<file path="config.mk">
export PLATFORM = sky130hd
export DESIGN_NAME = hostbus_wait_ctrl
export DESIGN_NICKNAME = d
export VERILOG_FILES = /design/src/rtl/hbw_pkg.sv /design/src/rtl/hbw_sync.sv /design/src/rtl/hbw_decode.sv /design/src/rtl/hbw_fsm.sv /design/src/rtl/hostbus_wait_ctrl.sv
export SDC_FILE = /design/constraint.sdc
export NUM_CORES = 1
export LEC_CHECK = 0
export BUFFER_PORTS_ARGS = -buffer_cell sky130_fd_sc_hd__buf_2
export CAP_MARGIN = 10
export CORE_MARGIN = 4
export CORE_UTILIZATION = 30
export CTS_CLUSTER_SIZE = 25
export DETAILED_ROUTE_END_ITERATION = 12
export SLEW_MARGIN = 20
export SYNTH_ARGS = -nofsm -noshare
export SYNTH_HDL_FRONTEND = slang
export SYNTH_SLANG_ARGS = --single-unit
</file>
<file path="constraint.sdc">
create_clock -name clk -period 2.8 [get_ports clk]
set_input_delay 0.28 -clock clk [delete_from_list [all_inputs] [get_ports clk]]
set_output_delay 0.28 -clock clk [all_outputs]
set_load 0.01 [all_outputs]
</file>
<file path="src/rtl/hbw_pkg.sv">
package hbw_pkg;
  typedef enum logic [1:0] {
    ST_IDLE   = 2'd0,
    ST_DECODE = 2'd1,
    ST_STALL  = 2'd2,
    ST_HOLD   = 2'd3
  } hbw_state_t;
endpackage

</file>
<file path="src/rtl/hbw_sync.sv">
module hbw_sync #(
  parameter int W       = 1,
  parameter int STAGES  = 2,
  parameter logic [W-1:0] RST_VAL = '0
) (
  input  logic         clk,
  input  logic         rst,
  input  logic [W-1:0] din,
  output logic [W-1:0] dout
);
  logic [W-1:0] chain [STAGES];

  always_ff @(posedge clk) begin
    if (rst) begin
      for (int s = 0; s < STAGES; s++) chain[s] <= RST_VAL;
    end else begin
      chain[0] <= din;
      for (int s = 1; s < STAGES; s++) chain[s] <= chain[s-1];
    end
  end

  assign dout = chain[STAGES-1];
endmodule

</file>
<file path="src/rtl/hbw_decode.sv">
module hbw_decode #(
  parameter int ID_W  = 4,
  parameter int SEL_W = 3,
  parameter int NTGT  = 6,
  parameter int NDSP  = 2,
  localparam int DIW  = (NDSP > 1) ? $clog2(NDSP) : 1
) (
  input  logic [ID_W-1:0]  addr_id,
  input  logic [ID_W-1:0]  board_id,
  input  logic [SEL_W-1:0] addr_sel,
  output logic             id_hit,
  output logic [NTGT-1:0]  tgt_oh,
  output logic             dsp_data,
  output logic [DIW-1:0]   dsp_idx
);
  assign id_hit = (addr_id == board_id);

  // Target k answers to select code k; DSP data ports occupy codes 0..NDSP-1.
  for (genvar k = 0; k < NTGT; k++) begin : g_tgt
    assign tgt_oh[k] = (addr_sel == SEL_W'(k));
  end

  assign dsp_data = (int'(addr_sel) < NDSP);
  assign dsp_idx  = DIW'(addr_sel);
endmodule

</file>
<file path="src/rtl/hbw_fsm.sv">
module hbw_fsm
  import hbw_pkg::*;
#(
  parameter int NTGT     = 6,
  parameter int NDSP     = 2,
  parameter int MAX_WAIT = 15,
  localparam int DIW     = (NDSP > 1) ? $clog2(NDSP) : 1,
  localparam int CNT_W   = $clog2(MAX_WAIT + 1)
) (
  input  logic            clk,
  input  logic            rst,
  input  logic            cs_act,
  input  logic            id_hit,
  input  logic            rd_act,
  input  logic            wr_act,
  input  logic [NDSP-1:0] flag_s,
  input  logic [NTGT-1:0] tgt_oh,
  input  logic            dsp_data,
  input  logic [DIW-1:0]  dsp_idx,
  output logic            wait_n_q,
  output logic [NTGT-1:0] en_q,
  output logic            rd_q,
  output logic            wr_q,
  output logic            to_q
);
  hbw_state_t       state;
  logic [CNT_W-1:0] cnt;
  logic             dir_q;
  logic             dir_now;
  logic             blocked;

  assign dir_now = (state == ST_DECODE) ? (wr_act && !rd_act) : dir_q;
  assign blocked = dsp_data && (dir_now ? flag_s[dsp_idx] : !flag_s[dsp_idx]);

  always_ff @(posedge clk) begin
    if (rst) begin
      state    <= ST_IDLE;
      wait_n_q <= 1'b1;
      en_q     <= '0;
      rd_q     <= 1'b0;
      wr_q     <= 1'b0;
      to_q     <= 1'b0;
      cnt      <= '0;
      dir_q    <= 1'b0;
    end else begin
      en_q <= '0;
      rd_q <= 1'b0;
      wr_q <= 1'b0;
      to_q <= 1'b0;
      case (state)
        ST_IDLE: begin
          if (cs_act && id_hit) begin
            state    <= ST_DECODE;
            wait_n_q <= 1'b0;
          end
        end
        ST_DECODE: begin
          if (!cs_act) begin
            state    <= ST_IDLE;
            wait_n_q <= 1'b1;
          end else if (rd_act || wr_act) begin
            dir_q <= dir_now;
            cnt   <= '0;
            if (blocked) begin
              state <= ST_STALL;
            end else begin
              state    <= ST_HOLD;
              wait_n_q <= 1'b1;
              if (|tgt_oh) begin
                en_q <= tgt_oh;
                rd_q <= !dir_now;
                wr_q <= dir_now;
              end
            end
          end
        end
        ST_STALL: begin
          if (!blocked) begin
            state    <= ST_HOLD;
            wait_n_q <= 1'b1;
            en_q     <= tgt_oh;
            rd_q     <= !dir_now;
            wr_q     <= dir_now;
          end else if (cnt == CNT_W'(MAX_WAIT - 1)) begin
            state    <= ST_HOLD;
            wait_n_q <= 1'b1;
            to_q     <= 1'b1;
          end else begin
            cnt <= cnt + 1'b1;
          end
        end
        default: begin
          if (!cs_act) state <= ST_IDLE;
        end
      endcase
    end
  end

  assert_dec_onehot_R4: assert property (@(posedge clk) disable iff (rst)
    $onehot0(tgt_oh));
  assert_stb_onehot_R5: assert property (@(posedge clk) disable iff (rst)
    (rd_q || wr_q) |-> $onehot(en_q));
  assert_rd_wr_excl_R5: assert property (@(posedge clk) disable iff (rst)
    !(rd_q && wr_q));
  assert_stb_released_R5: assert property (@(posedge clk) disable iff (rst)
    (rd_q || wr_q || to_q) |-> wait_n_q);
  assert_no_stb_on_to_R8: assert property (@(posedge clk) disable iff (rst)
    to_q |-> (!rd_q && !wr_q && en_q == '0));
  assert_cnt_cap_R8: assert property (@(posedge clk) disable iff (rst)
    int'(cnt) <= MAX_WAIT - 1);
  assert_to_single_R8: assert property (@(posedge clk) disable iff (rst)
    to_q |=> !to_q);
  assert_one_event_R10: assert property (@(posedge clk) disable iff (rst)
    (rd_q || wr_q || to_q) |=> !(rd_q || wr_q || to_q));
endmodule

</file>
<file path="src/rtl/hostbus_wait_ctrl.sv">
module hostbus_wait_ctrl #(
  parameter int ADDR_W   = 22,
  parameter int ID_LSB   = 18,
  parameter int ID_W     = 4,
  parameter int SEL_LSB  = 2,
  parameter int SEL_W    = 3,
  parameter int NTGT     = 6,
  parameter int NDSP     = 2,
  parameter int MAX_WAIT = 15,
  parameter int SYNC_STG = 2
) (
  input  logic              clk,
  input  logic              rst,
  input  logic              host_cs_n,
  input  logic              host_rd_n,
  input  logic              host_wr_n,
  input  logic [ADDR_W-1:0] host_addr,
  input  logic [ID_W-1:0]   board_id,
  input  logic [NDSP-1:0]   dsp_flag,
  output logic              host_wait_n,
  output logic [NTGT-1:0]   tgt_en,
  output logic              tgt_rd_stb,
  output logic              tgt_wr_stb,
  output logic              timeout_pulse
);
  localparam int DIW = (NDSP > 1) ? $clog2(NDSP) : 1;

  logic [2:0]      ctl_s;
  logic [NDSP-1:0] flag_s;
  logic            id_hit;
  logic [NTGT-1:0] tgt_oh;
  logic            dsp_data;
  logic [DIW-1:0]  dsp_idx;
  logic            unused_addr;

  assign unused_addr = ^host_addr;

  hbw_sync #(.W(3), .STAGES(SYNC_STG), .RST_VAL(3'b111)) u_ctl_sync (
    .clk(clk), .rst(rst),
    .din({host_cs_n, host_rd_n, host_wr_n}),
    .dout(ctl_s)
  );

  hbw_sync #(.W(NDSP), .STAGES(SYNC_STG), .RST_VAL('0)) u_flag_sync (
    .clk(clk), .rst(rst), .din(dsp_flag), .dout(flag_s)
  );

  hbw_decode #(.ID_W(ID_W), .SEL_W(SEL_W), .NTGT(NTGT), .NDSP(NDSP)) u_dec (
    .addr_id(host_addr[ID_LSB +: ID_W]),
    .board_id(board_id),
    .addr_sel(host_addr[SEL_LSB +: SEL_W]),
    .id_hit(id_hit),
    .tgt_oh(tgt_oh),
    .dsp_data(dsp_data),
    .dsp_idx(dsp_idx)
  );

  hbw_fsm #(.NTGT(NTGT), .NDSP(NDSP), .MAX_WAIT(MAX_WAIT)) u_fsm (
    .clk(clk), .rst(rst),
    .cs_act(!ctl_s[2]),
    .id_hit(id_hit),
    .rd_act(!ctl_s[1]),
    .wr_act(!ctl_s[0]),
    .flag_s(flag_s),
    .tgt_oh(tgt_oh),
    .dsp_data(dsp_data),
    .dsp_idx(dsp_idx),
    .wait_n_q(host_wait_n),
    .en_q(tgt_en),
    .rd_q(tgt_rd_stb),
    .wr_q(tgt_wr_stb),
    .to_q(timeout_pulse)
  );
endmodule

</file>
# Yosys cells after proc, flatten, opt, wreduce, memory -nomap -nowiden
# Memories as Yosys holds them, arrays and structs flattened.
# Cells that the tools add are included.
# Widths: inputs -> output; s select.
# classes
add_sub_neg	1
multipliers	0
div	0
magnitude_cmp	2
eq_ne	17
shift	0
n_mux	50
bitwise_logic	7
n_reduce_logical	20
# ops
operator	n
$mux 6	5
$mux 1	25
$mux 2	8
$mux 4	4
$pmux 6 s2	1
$reduce_and 5->1	2
$ne 3x3->1 const B	3
$pmux 4 s2	1
$eq 3x2->1 const B	2
$eq 3x3->1 const B	2
$mux 3	2
$ne 2x2->1 const B	3
$pmux 2 s3	1
$reduce_or 6->1	1
$logic_not 1->1	5
$add 4x1->4 const B	1
$eq 4x4->1	1
$eq 4x4->1 const B	1
$ne 2x1->1 const B	2
$or 1x1->1	4
$pmux 1 s2	2
$reduce_and 4->1	1
$reduce_bool 4->1	1
$eq 3x1->1 const B	1
14 further kinds	18
# word_totals
ff_bits	17
latchBits	0
mem_bits_rw	10
romBits	0
in_bits	33
output_inout_bits	10
word_cells	107
mem_count	2
# memory_table
name	words	width	rd	rd_clocked_by_memory_dff	wr	line_no	source
u_ctl_sync.chain	2	3	2	0	2	hbw_sync.sv:11	logic [W-1:0] chain [STAGES];
u_flag_sync.chain	2	2	2	0	2	hbw_sync.sv:11	

# Longest topological paths before layout
# Gate-level depths: netlist (run 1).
# An unclocked memory read counts as a cell.
# depth
word_depth	10
mapped_depth	7
ltp_nobuf	7

# By module
# A second synthesis (run 1) with hierarchy kept.
# unflattened
hier_cells	152
area_unflattened_um2	1378.8
# by_module_without_submodules
module	n_inst	cells_each	area_per_inst_um2	seq_area_each_um2
hbw_fsm	1	111	964.7	340.3
hbw_sync at u_ctl_sync	1	15	180.2	120.1
hbw_sync at u_flag_sync	1	10	120.1	80.1
hbw_decode	1	13	102.6	0.0
hostbus_wait_ctrl	1	3	11.3	0.0

# Least setup slack after synthesis (run 1)
# OpenSTA, ideal clock, no wires.
# synth_timing
path_kind	flip-flop to flip-flop
startpoint	register u_fsm.state[1]
endpoint	register u_fsm.wait_n_q
arrival_ns	1.972
required_ns	2.728
path_slack_ns	0.756
stages_incl_launch_ff	8
synth_period_minus_slack_ns	2.044
cell_sequence	dfxtp_1 inv_1 ha_1 and3b_1 o211a_1 or2_1 a2111oi_2 mux2i_1
# synth_via
elab_chain_len	6
elab_cells_between_ends	14
cone_classes	eq/ne: 6; mux: 4; reduce/logical: 4
# synth_rtl
element	line_no	source
start: declaration	hbw_fsm.sv:26	hbw_state_t state;
start signal: assignment	hbw_fsm.sv:37	state <= ST_IDLE;
start signal: assignment	hbw_fsm.sv:53	state <= ST_DECODE;
start signal: assignment	hbw_fsm.sv:59	state <= ST_IDLE;
$eq 2x1->1	hbw_fsm.sv:32, hbw_fsm.sv:50	
$mux 1	hbw_fsm.sv:32	assign dir_now = (state == ST_DECODE) ? (wr_act && !rd_act) : dir_q;
$mux 1	hbw_fsm.sv:33	assign blocked = dsp_data && (dir_now ? flag_s[dsp_idx] : !flag_s[dsp_idx]);
$logic_and 1x1->1	hbw_fsm.sv:33	
$ne 3x3->1 (no source line) or $mux 1 (tied branches)	--	
$reduce_and 5->1 (no source line) or $pmux 1 s3 (tied branches)	--	
end signal: assignment	hbw_fsm.sv:38	wait_n_q <= 1'b1;
end signal: assignment	hbw_fsm.sv:54	wait_n_q <= 1'b0;
end signal: assignment	hbw_fsm.sv:60	wait_n_q <= 1'b1;
end: declaration	hbw_fsm.sv:20	output logic wait_n_q,
# Parallel ways exist; a longest one is shown, timed or not.
# A chain may end at the register's enable or synchronous reset.

# Worst setup path after layout (run 1)
# Same ends and word-level chain as after synthesis.

==> results of run 1 <==
==> layout by cell type, fill, tap and decap left out, types with 2 or more instances in the layout <==
cell	instances
nand2_1	6
o211ai_1	2
o21ai_0	3
o31ai_1	3
o21ai_1	2
a21oi_1	3
a221oi_1	2
and3_1	2
xnor2_1	3
nor2b_1	6
nor3b_1	3
ha_1	7
buf_2	27
nand3_1	4
and3b_1	3
inv_1	7
dfxtp_1	27
or4_1	3
o21a_1	2
mux2i_1	2
clkbuf_8	3
nor2_1	11
nor3_1	3
or2_2	6
nand2b_1	4
==> area by class of cell <==
type                       instances  share of cell area, %
clock buffer                       3                  2.782
clock inverter                     1                 0.5902
inverter                           7                  1.771
multi-input combinational         95                  45.11
sequential                        27                  36.43
tap                               50                  4.216
timing repair buffer              27                  9.106
==> critical path: stages (launching register included) <==
cell and delay [ns]:
dfxtp_1 0.40, inv_1 0.11, ha_1 0.29, and3b_1 0.26
o211a_1 0.27, or2_1 0.31, a2111oi_2 0.38, mux2i_1 0.22
==> worst max path at each step <==
stage | cells past startpoint | slack [ns] | from | endpoint
detailed placement | 7 | 0.51 | u_fsm.state[1] | u_fsm.wait_n_q
CTS | 7 | 0.48 | u_fsm.state[1] | u_fsm.wait_n_q
floorplan | 7 | 0.76 | u_fsm.state[1] | u_fsm.wait_n_q
global route | 7 | 0.34 | u_fsm.state[1] | u_fsm.wait_n_q
finish | 7 | 0.50 | u_fsm.state[1] | u_fsm.wait_n_q
global placement | 7 | 0.55 | u_fsm.state[1] | u_fsm.wait_n_q
==> stage by stage <==
stage / setup slack, ns / area (sq um) / total power [W] / util (%)
final: 0.5013 / 1484 / 0.0006808 / 37.10
after global routing: 0.3447 / 1484 / 0.0007082 / 37.10
after CTS: 0.4830 / 1484 / 0.0006931 / 37.10
after detailed placement: 0.5119 / 1434 / 0.0004548 / 35.85
after global placement: 0.5536 / 1434 / 0.0004527 / 35.85
after floorplan: 0.7564 / 1247 / 0.0004328 / -
==> power breakdown <==
group / switching, W / leakage [nW] / internal [W]
clock: 0.000131 / 0.0261 / 0.000105
combinational: 0.0000258 / 0.395 / 0.0000251
sequential: 0.00000328 / 0.220 / 0.000391
==> kinds of logic after synthesis <==
kind of cell | Yosys count | share of synthesized area, %
XOR/XNOR | 4 | 2.809
AO/OA/AOI/OAI | 25 | 14.74
AND/OR/NAND/NOR | 56 | 26.58
adder cells (fa/ha/maj) | 7 | 7.021
multiplexers | 3 | 2.508
flip-flops | 27 | 43.33
buffers and inverters | 10 | 3.009
==> flip-flops by register name, summed over array words and instances (netlist names) <==
signal / count
u_flag_sync.chain: 4
u_fsm.state: 2
u_fsm.en_q: 6
u_ctl_sync.chain: 6
u_fsm.to_q: 1
u_fsm.dir_q: 1
u_fsm.wait_n_q: 1
u_fsm.cnt: 4
u_fsm.rd_q: 1
u_fsm.wr_q: 1
==> routing by layer <==
| layer | share of wire (%) | global-route usage [%] | vias to the layer above |
|---|---|---|---|
| met3 | 3.7 | 2.216 | 4 |
| li1 | - | - | 521 |
| met1 | 44 | 12.31 | 463 |
| met5 | 0 | 0 | - |
| met2 | 51 | 17.90 | 14 |
| met4 | 1.1 | 3.893 | 0 |
==> reports/metrics.csv, run 1 <==
stage,metric,value,unit
status,status,"complete, no violations",
detailed_routing,DRT Pass-1 Iters,4,
critical_path,worst reg2reg path startpoint,u_fsm.state[1],
final_layout,nets@finish,201,
final_layout,multi-input logic area,669.4,sq um
clocking,Num CTS Buffers,3,
clocking,clock-pin slew on the worst setup and hold paths,0.10,ns
yosys,cells after synthesis,132,
clocking,root buf cell,clkbuf_8,
yosys,Ys Warns,0,
detailed_routing,via/cell ratio,4.771,
detailed_routing,drt first-iter violations,19,
hold_path,Min-Delay Path Class,input port to flop,
timing,WHS,0.1779,ns
detailed_routing,WL per Instance,12.03,um
floorplan,total I/O pin count,43,
yosys,register bit total from synthesis,27,
placed_design,DPL Wire Length,1.980,mm
timing,crit share post-route,82.10,%
yosys,synth unique cells,39,
clocking,# resized after CTS,0,
critical_path,R2R Path End,u_fsm.wait_n_q,
timing,# setup viols final,0,
final_layout,Storage cell area,540.5,sq um
flow_run,Max-cap violations,0,
floorplan,die area,5254,sq um
power,maximum VDD drop,0.2498,mV
detailed_routing,ANT nets after route,0,
yosys,area share of the largest cell type after synthesis,43.33,%
timing,Slew @ Worst Pin,0.4010,ns
timing,slew margin rel.,73.27,%
hold_path,hold wc startpoint,host_wr_n,
detailed_routing,via count,1002,
yosys,post-synth top area cell,dfxtp_1,
final_layout,Area Growth Syn to Fin,18.96,%
timing,Final min period,2.299,ns
critical_path,worst r2r path cells,7,
critical_path,reg2reg setup slack,0.50,ns
timing,setup TNS,0,ns
clocking,Max Buffers Root-to-Sink,2,
power,Leak Pwr,0.6410,nW
yosys,Post-Syn Area,1247,sq um
detailed_routing,Post-Route WL,2.526,mm
global_route,first-pass GRT wire length,4.360,mm
timing,Worst Clk Skew,0.003784,ns
final_layout,Non-Filler Instances,210,
global_route,largest net degree at the start of global routing,25,
global_route,GRT Residual Overflow,0,
yosys,Syn Area/Cell,9.450,sq um
final_layout,n_diodes,0,
critical_path,critical path arrival,2.51,ns
clocking,CTS sink count,27,
placed_design,Port Buffers,27,
floorplan,Die Y,72.49,um
floorplan,Initial Utilization,31.19,%
clocking,postcts setup bufs,0,
yosys,Main synth FF type,dfxtp_1,
final_layout,number of fillers in the final layout,403,
yosys,Synth top cells by count,"dfxtp_1, nor2_1, ha_1, inv_1",
yosys,most frequent cell after synthesis,dfxtp_1,
clocking,TritonCTS clock tree,done,
yosys,sequential area share after synthesis,43.33,%
placed_design,Final GP Congestion,0.8595,
placed_design,dpl cells,206,
hold_path,hold endpoint,u_ctl_sync.chain[0][0],
floorplan,Die Span X,72.49,um
clocking,"Clk Latency, worst-skew pair",0.28,ns
critical_path,Setup CP Type,flop to flop,
yosys,number of synthesized flops with an enable pin,0,
critical_path,Setup crit start kind,flop,
timing,Final Hold Viols,0,
critical_path,Worst Setup End Kind,flop,
critical_path,Max Fanout on Critical Path,7,
detailed_routing,DRC Markers,0,
power,pwr dens,458.8,nW/um^2
floorplan,core area,4000,sq um
timing,Max Fclk,0.4350,GHz
yosys,Post-synth ARST share,0,%
global_route,initial antenna violation count,0,
yosys,syn_nets,172,
timing,max-slew violations,0,
clocking,cts hold-fix bufs,0,
final_layout,layout cells sized above 1,26.25,%
floorplan,site row count,23,
clocking,H-tree Lvls,1,
hold_path,Min-Delay Path Depth,2,
critical_path,Critical Path RT,3.02,ns
global_route,overall routing resource usage,10.27,%
timing,RSZ-0062 raised after global routing,false,
yosys,ranking of synthesized cells by area,"dfxtp_1, ha_1, nor2_1",
global_route,vias in the first global route,1015,
(Power assumes the default switching activity.)
==> run 2: changes to the inputs <==
- ABC_AREA: default -> 1
- clock period: 2.8 -> 2.1 ns (I/O delays scaled with it)
==> reports/metrics.csv, run 2 <==
stage,metric,value,unit
floorplan,core area,4384,sq um
critical_path,Critical Path Source,u_fsm.state[1],
yosys,area share of the largest cell type after synthesis,39.45,%
yosys,Synth top cells by count,"inv_1, nand2_1, dfxtp_1",
clocking,postcts setup bufs,0,
timing,max-slew violations,0,
timing,Slew @ Worst Pin,0.3403,ns
final_layout,"commonest cells after routing, fill and taps aside","inv_1, nand2_1, buf_2, dfxtp_1, nor2_1",
floorplan,Initial Utilization,31.25,%
final_layout,multi-input logic area,671.9,sq um
yosys,number of synthesized flops with an enable pin,0,
detailed_routing,drt first-iter violations,28,
critical_path,worst r2r path cells,11,
detailed_routing,DRC Markers,0,
yosys,Syn Area/Cell,7.528,sq um
yosys,ranking of synthesized cells by area,"dfxtp_1, inv_1, nand2_1",
final_layout,n_diodes,0,
clocking,root buf cell,clkbuf_8,
final_layout,Area Growth Syn to Fin,17.63,%
timing,RSZ-0062 raised after global routing,false,
timing,Worst Clk Skew,0.002894,ns
floorplan,site row count,24,
hold_path,Min-Delay Path Class,input port to flop,
critical_path,Worst Setup End Kind,flop,
global_route,overall routing resource usage,9.096,%
detailed_routing,DRT Pass-1 Iters,4,
global_route,first-pass GRT wire length,4.022,mm
detailed_routing,via count,1122,
critical_path,Setup CP Type,flop to flop,
yosys,Ys Warns,0,
global_route,GRT Residual Overflow,0,
critical_path,worst reg2reg path startpoint,u_fsm.state[1],
clocking,TritonCTS clock tree,done,
critical_path,R2R Path End,u_fsm.cnt[1],
clocking,H-tree Lvls,1,
timing,Max Fclk,0.5900,GHz
hold_path,Min-Delay Path Depth,2,
detailed_routing,Post-Route WL,2.353,mm
yosys,post-synth top area cell,dfxtp_1,
floorplan,die area,5712,sq um
timing,WHS,0.1109,ns
flow_run,Max-cap violations,0,
clocking,# resized after CTS,0,
yosys,cells after synthesis,182,
timing,slew margin rel.,77.16,%
clocking,cts hold-fix bufs,0,
final_layout,Non-Filler Instances,263,
yosys,Post-Syn Area,1370,sq um
status,status,"complete, no violations",
critical_path,Max Fanout on Critical Path,7,
final_layout,"commonest non-fill, non-tap cell in the layout",inv_1,
timing,Final min period,1.695,ns
detailed_routing,via/cell ratio,4.266,
detailed_routing,ANT nets after route,0,
placed_design,Port Buffers,27,
yosys,register bit total from synthesis,27,
final_layout,nets@finish,252,
clocking,clock-pin slew on the worst setup and hold paths,0.09,ns
global_route,vias in the first global route,979,
floorplan,total I/O pin count,43,
placed_design,dpl cells,259,
yosys,most frequent cell after synthesis,inv_1,
hold_path,hold endpoint,u_ctl_sync.chain[0][2],
yosys,Main synth FF type,dfxtp_1,
critical_path,reg2reg setup slack,0.41,ns
yosys,synth unique cells,29,
global_route,initial antenna violation count,0,
power,Tot Pwr,0.001010,W
final_layout,biggest regs,"u_ctl_sync.chain x6, u_fsm.en_q x6",
critical_path,Setup crit start kind,flop,
floorplan,Die Span X,75.58,um
yosys,sequential area share after synthesis,39.45,%
timing,crit share post-route,80.71,%
floorplan,Die Y,75.58,um
timing,setup TNS,0,ns
critical_path,critical path arrival,1.91,ns
power,Leak Pwr,0.8157,nW
yosys,syn_nets,222,
clocking,"Clk Latency, worst-skew pair",0.27,ns
final_layout,layout cells sized above 1,29.38,%
placed_design,Final GP Congestion,0.7803,
power,pwr dens,626.6,nW/um^2
clocking,Num CTS Buffers,3,
clocking,CTS sink count,27,
placed_design,DPL Wire Length,1.894,mm
final_layout,Storage cell area,540.5,sq um
timing,# setup viols final,0,
critical_path,Critical Path RT,2.31,ns
global_route,largest net degree at the start of global routing,19,
clocking,Max Buffers Root-to-Sink,2,
yosys,Post-synth ARST share,0,%
power,maximum VDD drop,0.3373,mV
hold_path,hold wc startpoint,host_cs_n,
detailed_routing,WL per Instance,8.947,um
final_layout,number of fillers in the final layout,483,
timing,Final Hold Viols,0,
run 2: stage by stage:
step	cell area, sq um	util, %	worst slack, ns
floorplan	1370	-	0.6052
global placement	1563	35.64	0.4178
detailed placement	1563	35.64	0.3968
CTS	1612	36.76	0.3817
global route	1612	36.76	0.2326
finish	1612	36.76	0.4051
run 2: area by class of cell:
class	instances	share of cell area, %
Clock buffer	3	2.562
Clock inverter	1	0.4658
Inverter	40	9.317
Multi-Input combinational cell	113	41.69
Sequential cell	27	33.54
Tap cell	52	4.037
Timing Repair Buffer	27	8.385
run 2: worst max-delay path by stage:
stage / to / slack [ns] / cells past startpoint
final: u_fsm.cnt[1] / 0.41 / 11
after global placement: u_fsm.state[0] / 0.42 / 12
after detailed placement: u_fsm.cnt[1] / 0.40 / 11
after floorplan: u_fsm.cnt[1] / 0.61 / 11
after global routing: u_fsm.cnt[0] / 0.23 / 11
after CTS: u_fsm.cnt[1] / 0.38 / 11
run 2: where the power goes:
| part | internal [W] | total, W | switching, W |
|---|---|---|---|
| Clock | 0.000135 | 0.000298 | 0.000163 |
| Sequential | 0.000533 | 0.000546 | 0.0000130 |
| Combinational | 0.0000626 | 0.000166 | 0.000104 |
run 2: layer usage:
metal	GRT usage, %	routed length, um
met3	3.166	190
met5	0	0
met2	14.96	995
met4	2.913	33
met1	11.14	1134
run 2: worst max-delay path, stage by stage, from the launching register on:
cell,delay [ns]
dfxtp_1,0.45
inv_1,0.09
ha_1,0.25
nand3_2,0.15
nand2_2,0.09
nand2_4,0.08
nand3_4,0.12
nand2_4,0.10
nand3_4,0.09
nand2_1,0.08
inv_1,0.04
a21oi_2,0.08
run 2: cells by family after synthesis:
kind of cell	Yosys count	share of synthesized area, %
adder cells (fa/ha/maj)	7	6.392
XOR/XNOR	2	1.279
flip-flops	27	39.45
buffers and inverters	42	11.51
AO/OA/AOI/OAI	16	6.941
AND/OR/NAND/NOR	88	34.43
